`config.mk`:
```
export PLATFORM = sky130hd
export DESIGN_NAME = edge_gpio_port
export DESIGN_NICKNAME = d
export VERILOG_FILES = /design/src/rtl/edge_gpio_port.sv
export SDC_FILE = /design/constraint.sdc
export NUM_CORES = 1
export LEC_CHECK = 0
export BUFFER_PORTS_ARGS = -buffer_cell sky130_fd_sc_hd__buf_2
export CAP_MARGIN = 10
export CORE_MARGIN = 5
export CORE_UTILIZATION = 40
export CTS_BUF_LIST = sky130_fd_sc_hd__clkbuf_4 sky130_fd_sc_hd__clkbuf_8
export DETAILED_ROUTE_END_ITERATION = 8
export MAX_ROUTING_LAYER = met4
export PLACE_DENSITY = 0.69
export SETUP_SLACK_MARGIN = 0.5
export SYNTH_ARGS = -nofsm -noshare
export SYNTH_HDL_FRONTEND = slang
export SYNTH_SLANG_ARGS = --single-unit
```
`constraint.sdc`:
```
create_clock -name clk -period 2.8 [get_ports clk]
set_input_delay 0.14 -clock clk [delete_from_list [all_inputs] [get_ports clk]]
set_output_delay 0.14 -clock clk [all_outputs]
set_load 0.02 [all_outputs]
```
`src/rtl/edge_gpio_port.sv`:
```
module edge_gpio_port #(
  parameter int W  = 16,
  parameter int AW = 8
) (
  input  logic          clk,
  input  logic          rst_n,
  input  logic          bus_valid,
  input  logic          bus_write,
  input  logic [AW-1:0] bus_addr,
  input  logic [W-1:0]  bus_wdata,
  output logic [W-1:0]  bus_rdata,
  input  logic [W-1:0]  pin_in,
  output logic [W-1:0]  pin_out,
  output logic [W-1:0]  pin_oe,
  output logic          irq
);
  localparam logic [AW-1:0] A_IN   = AW'(8'h00);
  localparam logic [AW-1:0] A_OUT  = AW'(8'h04);
  localparam logic [AW-1:0] A_DIR  = AW'(8'h08);
  localparam logic [AW-1:0] A_POL  = AW'(8'h0C);
  localparam logic [AW-1:0] A_MSK  = AW'(8'h10);
  localparam logic [AW-1:0] A_STS  = AW'(8'h14);
  localparam logic [AW-1:0] A_GATE = AW'(8'h18);

  logic [W-1:0] in_q, out_q, dir_q, pol_q, msk_q, sts_q, gate_q;
  logic [W-1:0] rise, fall, evt, clr;
  logic         wr;

  assign wr   = bus_valid && bus_write;
  assign rise = pin_in & ~in_q;
  assign fall = ~pin_in & in_q;
  assign evt  = ((pol_q & rise) | (~pol_q & fall)) & dir_q & ~msk_q;
  assign clr  = (wr && bus_addr == A_STS) ? bus_wdata : '0;

  assign pin_oe  = ~dir_q;
  assign pin_out = out_q & ~dir_q;

  always_ff @(posedge clk or negedge rst_n) begin
    if (!rst_n) begin
      in_q   <= '0;
      out_q  <= '1;
      dir_q  <= '1;
      pol_q  <= '1;
      msk_q  <= '1;
      gate_q <= '1;
      sts_q  <= '0;
      irq    <= 1'b0;
    end else begin
      in_q  <= pin_in;
      sts_q <= (sts_q & ~clr) | evt;
      irq   <= |sts_q;
      if (wr) begin
        case (bus_addr)
          A_OUT:  out_q  <= bus_wdata;
          A_DIR:  dir_q  <= bus_wdata;
          A_POL:  pol_q  <= bus_wdata;
          A_MSK:  msk_q  <= bus_wdata;
          A_GATE: gate_q <= bus_wdata;
          default: ;
        endcase
      end
    end
  end

  always_comb begin
    bus_rdata = '0;
    if (bus_valid && !bus_write) begin
      case (bus_addr)
        A_IN:   bus_rdata = in_q & gate_q;
        A_OUT:  bus_rdata = out_q;
        A_DIR:  bus_rdata = dir_q;
        A_POL:  bus_rdata = pol_q;
        A_MSK:  bus_rdata = msk_q;
        A_STS:  bus_rdata = sts_q;
        A_GATE: bus_rdata = gate_q;
        default: bus_rdata = '0;
      endcase
    end
  end

  p_qualified_set_r5: assert property (@(posedge clk) disable iff (!rst_n)
    ((sts_q & ~$past(sts_q)) & ~$past(dir_q & ~msk_q)) == '0);

  p_irq_pending_r6: assert property (@(posedge clk) disable iff (!rst_n)
    (sts_q != '0) |=> irq);

  p_oe_only_by_dir_r2: assert property (@(posedge clk) disable iff (!rst_n)
    (pin_oe != $past(pin_oe)) |-> $past(wr && bus_addr == A_DIR));

  p_in_write_ignored_r8: assert property (@(posedge clk) disable iff (!rst_n)
    (wr && bus_addr == A_IN) |=> ($stable(out_q) && $stable(dir_q) &&
      $stable(pol_q) && $stable(msk_q) && $stable(gate_q)));
endmodule

```
==> flow_summary_export.csv <==
group,metric,value,unit
run_status,status,"completed",
timing,period_share,0.793,
route,drt-pass1-iter-count,5,
cells_and_area,fillers,1251,
synth,syn_area,0.00571,mm²
cells_and_area,final_cell_mix,"nand2_1 (95), buf_2 (90), mux2_2 (81)",
setup_path,start_kind,"primary input",
global_routing,antenna_found_initial,0,
power,switching_share,0.258,
global_routing,grt_pass1_wl,25.4,mm
power,power.share.clock,0.419,
power,pwr-share-comb,0.098,
synth,syn_inst,531,
floorplanning,die_w,130,µm
power,power_switching,977,µW
placed_design,gp_congestion,0.863,
timing,rsz0062_at_grt,"false",
clock_tree,clk-insertion-delay-late,440,ps
cells_and_area,diodes,0,
setup_path,cp.depth,6,
route,vias_per_cell,5.57,
setup_path,cp-startpoint,"bus_addr[2]",
setup_path,cp_cell_sequence,"clkbuf_4 > or4b_2 > nor2_1 > a21oi_1 > a31oi_1 > buf_2",
timing,skew,9.19,ps
route,drt-wirelength-per-cell,18.6,µm
setup_path,slowest_delay,930,ps
global_routing,overflow,0,
synth,syn_area_per_cell,10.8,µm²
route,vias,4745,
clock_tree,post_cts.repair.setup_buffers,0,
setup_path,r2r-end,"sts_q[1]$_DFF_PN0_",
clock_tree,clock_path_buffers,2,
power,intPower,2.81,mW
timing,hold_viol_final,0,
clock_tree,cts_tree,"yes",
timing,finalMaxSlewViolations,0,
synth,synth_warnings,0,
floorplanning,io_pins,93,
synth,synth-seq-area-share,0.512,
global_routing,grt_pass1_vias,4880,
floorplanning,dieHeight,130,µm
synth,synth_cell_type_count,33,
setup_path,ff2ff_setup_slack,1610,ps
floorplanning,num_rows,43,
clock_tree,clkSinkCount,113,
setup_path,endpoint,"bus_rdata[13]",
clock_tree,root_buffer,"clkbuf_8",
route,drtIter0Drc,343,
worst_hold_path,min_path_type,"primary input to register",
setup_path,r2r_start,"pol_q[1]$_DFFE_PN1P_",
route,wl,15.9,mm
power,power_frac_seq,0.483,
setup_path,cp.buffers_inverters,2,
timing,setup_violations,0,
floorplanning,die-area,0.0168,mm²
power,ir_drop,0.000412,V
placed_design,dp_slack,560,ps
timing,slew_headroom,0.429,
timing,max_freq,450,MHz
timing,timing.setup.tns,0,ps
power,p_leak,2.93,nW
setup_path,end_kind,"output pin",
floorplanning,initial_core_util,0.410,
cells_and_area,seq_area,0.00293,mm²
global_routing,grt_start_max_net_pins,52,
power,p_per_area,535,mW/mm²
clock_tree,htree_num_levels,4,
route,drc,0,
global_routing,grt_usage,0.202,
setup_path,path_max_fanout,40,
setup_path,arrival,2080,ps
setup_path,cp.required,2660,ps
timing,finalWorstSetupSlack,579,ps
route,ant_nets,0,
setup_path,path_class,"primary input to output pin",
synth,ys_ff_latch,113,
setup_path,path_delay_family,"simple AND/OR/NAND/NOR gates",
floorplanning,core_region_area,0.0139,mm²
cells_and_area,drive_gt1_frac,0.466,
setup_path,crit_slowest_cell,"or4b_2",
cells_and_area,final_common_cell,"nand2_1",
setup_path,reg2regPathDepth,4,
clock_tree,cts.reportedPaths.clkPinSlew,70,ps
cells_and_area,multiInputGateArea,0.00255,mm²
timing,worstMarginPinSlew,854,ps
job,drv_cap,0,
clock_tree,cts_made_buffers,17,
cells_and_area,nNetsFinal,703,
timing,min_period,2220,ps
placed_design,port_buffers,92,
cells_and_area,area_growth,23.8,%
placed_design,hpwl,11.3,mm
synth,synth_nets,575,
cells in the mapped netlist:
cell	count	share of area
and3_1	1	0.0011
buf_1	2	0.0013
nor2b_1	16	0.018
nand3_1	1	0.00088
a21oi_1	17	0.015
dfstp_2	80	0.37
nor2_1	32	0.021
nand4_1	3	0.0033
nand2_1	95	0.062
buf_6	2	0.0039
a31oi_1	16	0.018
a32o_1	31	0.054
inv_1	33	0.022
nand4bb_1	1	0.0020
a221oi_1	1	0.0015
nor4b_2	1	0.0026
nor4b_4	1	0.0042
mux2i_1	16	0.028
buf_4	2	0.0026
nor3_2	1	0.0018
o21ai_0	31	0.027
or4b_4	1	0.0024
nor3_1	1	0.00088
or4b_2	1	0.0018
clkbuf_1	13	0.0085
nand2b_1	1	0.0011
dfrtp_1	33	0.14
and4_1	1	0.0015
nand3b_1	1	0.0013
nor4_1	8	0.0088
mux2_2	81	0.16
nor4_4	2	0.0074
buf_2	5	0.0044
layer usage:
metal  vias up  wire, µm  GRT usage
met3        36      1360     0.0515
li1       2147         -          -
met4         0       320     0.0605
met2       206      7390      0.317
met5         -         0          -
met1      2356      6790      0.260
worst min path at each step:
stage               cells after the start     startpoint  slack [ps]                    end
finish                                  2  bus_wdata[12]          20  pol_q[12]$_DFFE_PN1P_
global placement                        1          rst_n          30      in_q[3]$_DFF_PN0_
global route                            2   bus_wdata[3]           8   out_q[3]$_DFFE_PN1P_
floorplan                               0          rst_n        -160      in_q[0]$_DFF_PN0_
CTS                                     2   bus_wdata[4]         0.9   pol_q[4]$_DFFE_PN1P_
detailed placement                      1          rst_n          30      in_q[3]$_DFF_PN0_
power groups by stage:
stage	Combinational, mW	Clock, mW	Sequential [mW]
floorplan	0.191	0	1.83
global placement	0.336	0	1.85
detailed placement	0.349	0	1.85
CTS	0.374	1.62	1.82
global route	0.410	1.69	1.84
finish	0.372	1.58	1.83
repair_timing:
item	CTS	global route
resized for setup	0	1
hold endpoints to repair	50	0
endpoints found under the setup margin	0	12
hold buffers	22	0
state kept, by name (all words and copies together) (netlist names):
name	count
dir_q	16
gate_q	16
in_q	16
irq	1
msk_q	16
out_q	16
pol_q	16
sts_q	16
layout make-up:
cell class                 instances  area share
tap                              180      0.0318
multi-input combinational        361       0.361
timing repair buffer             133       0.117
sequential                       113       0.414
clock buffer                      18      0.0350
inverter                          33      0.0175
clock inverter                    14      0.0234
through the flow:
stage | utilization | instances | area, µm² | power, mW | hold WS (ps)
2_1_floorplan | - | 531 | 5710 | 2.02 | -156
3_3_place_gp | 0.462 | 798 | 6440 | 2.18 | 26.7
3_5_place_dp | 0.462 | 798 | 6440 | 2.20 | 29.2
4_1_cts | 0.507 | 852 | 7070 | 3.82 | 0.940
5_1_grt | 0.508 | 852 | 7070 | 3.94 | 8.11
6_report | 0.508 | 852 | 7070 | 3.78 | 22.8
cells by family (layout without fill, tap and decap cells):
logic type | after synthesis | count (layout) | synth area share
AND/OR/NAND/NOR | 168 | 168 | 0.142
AO/OA/AOI/OAI | 96 | 96 | 0.115
flip-flops | 113 | 113 | 0.512
buffers and inverters | 57 | 198 | 0.0425
multiplexers | 97 | 97 | 0.188
(Power assumes the default switching activity.)
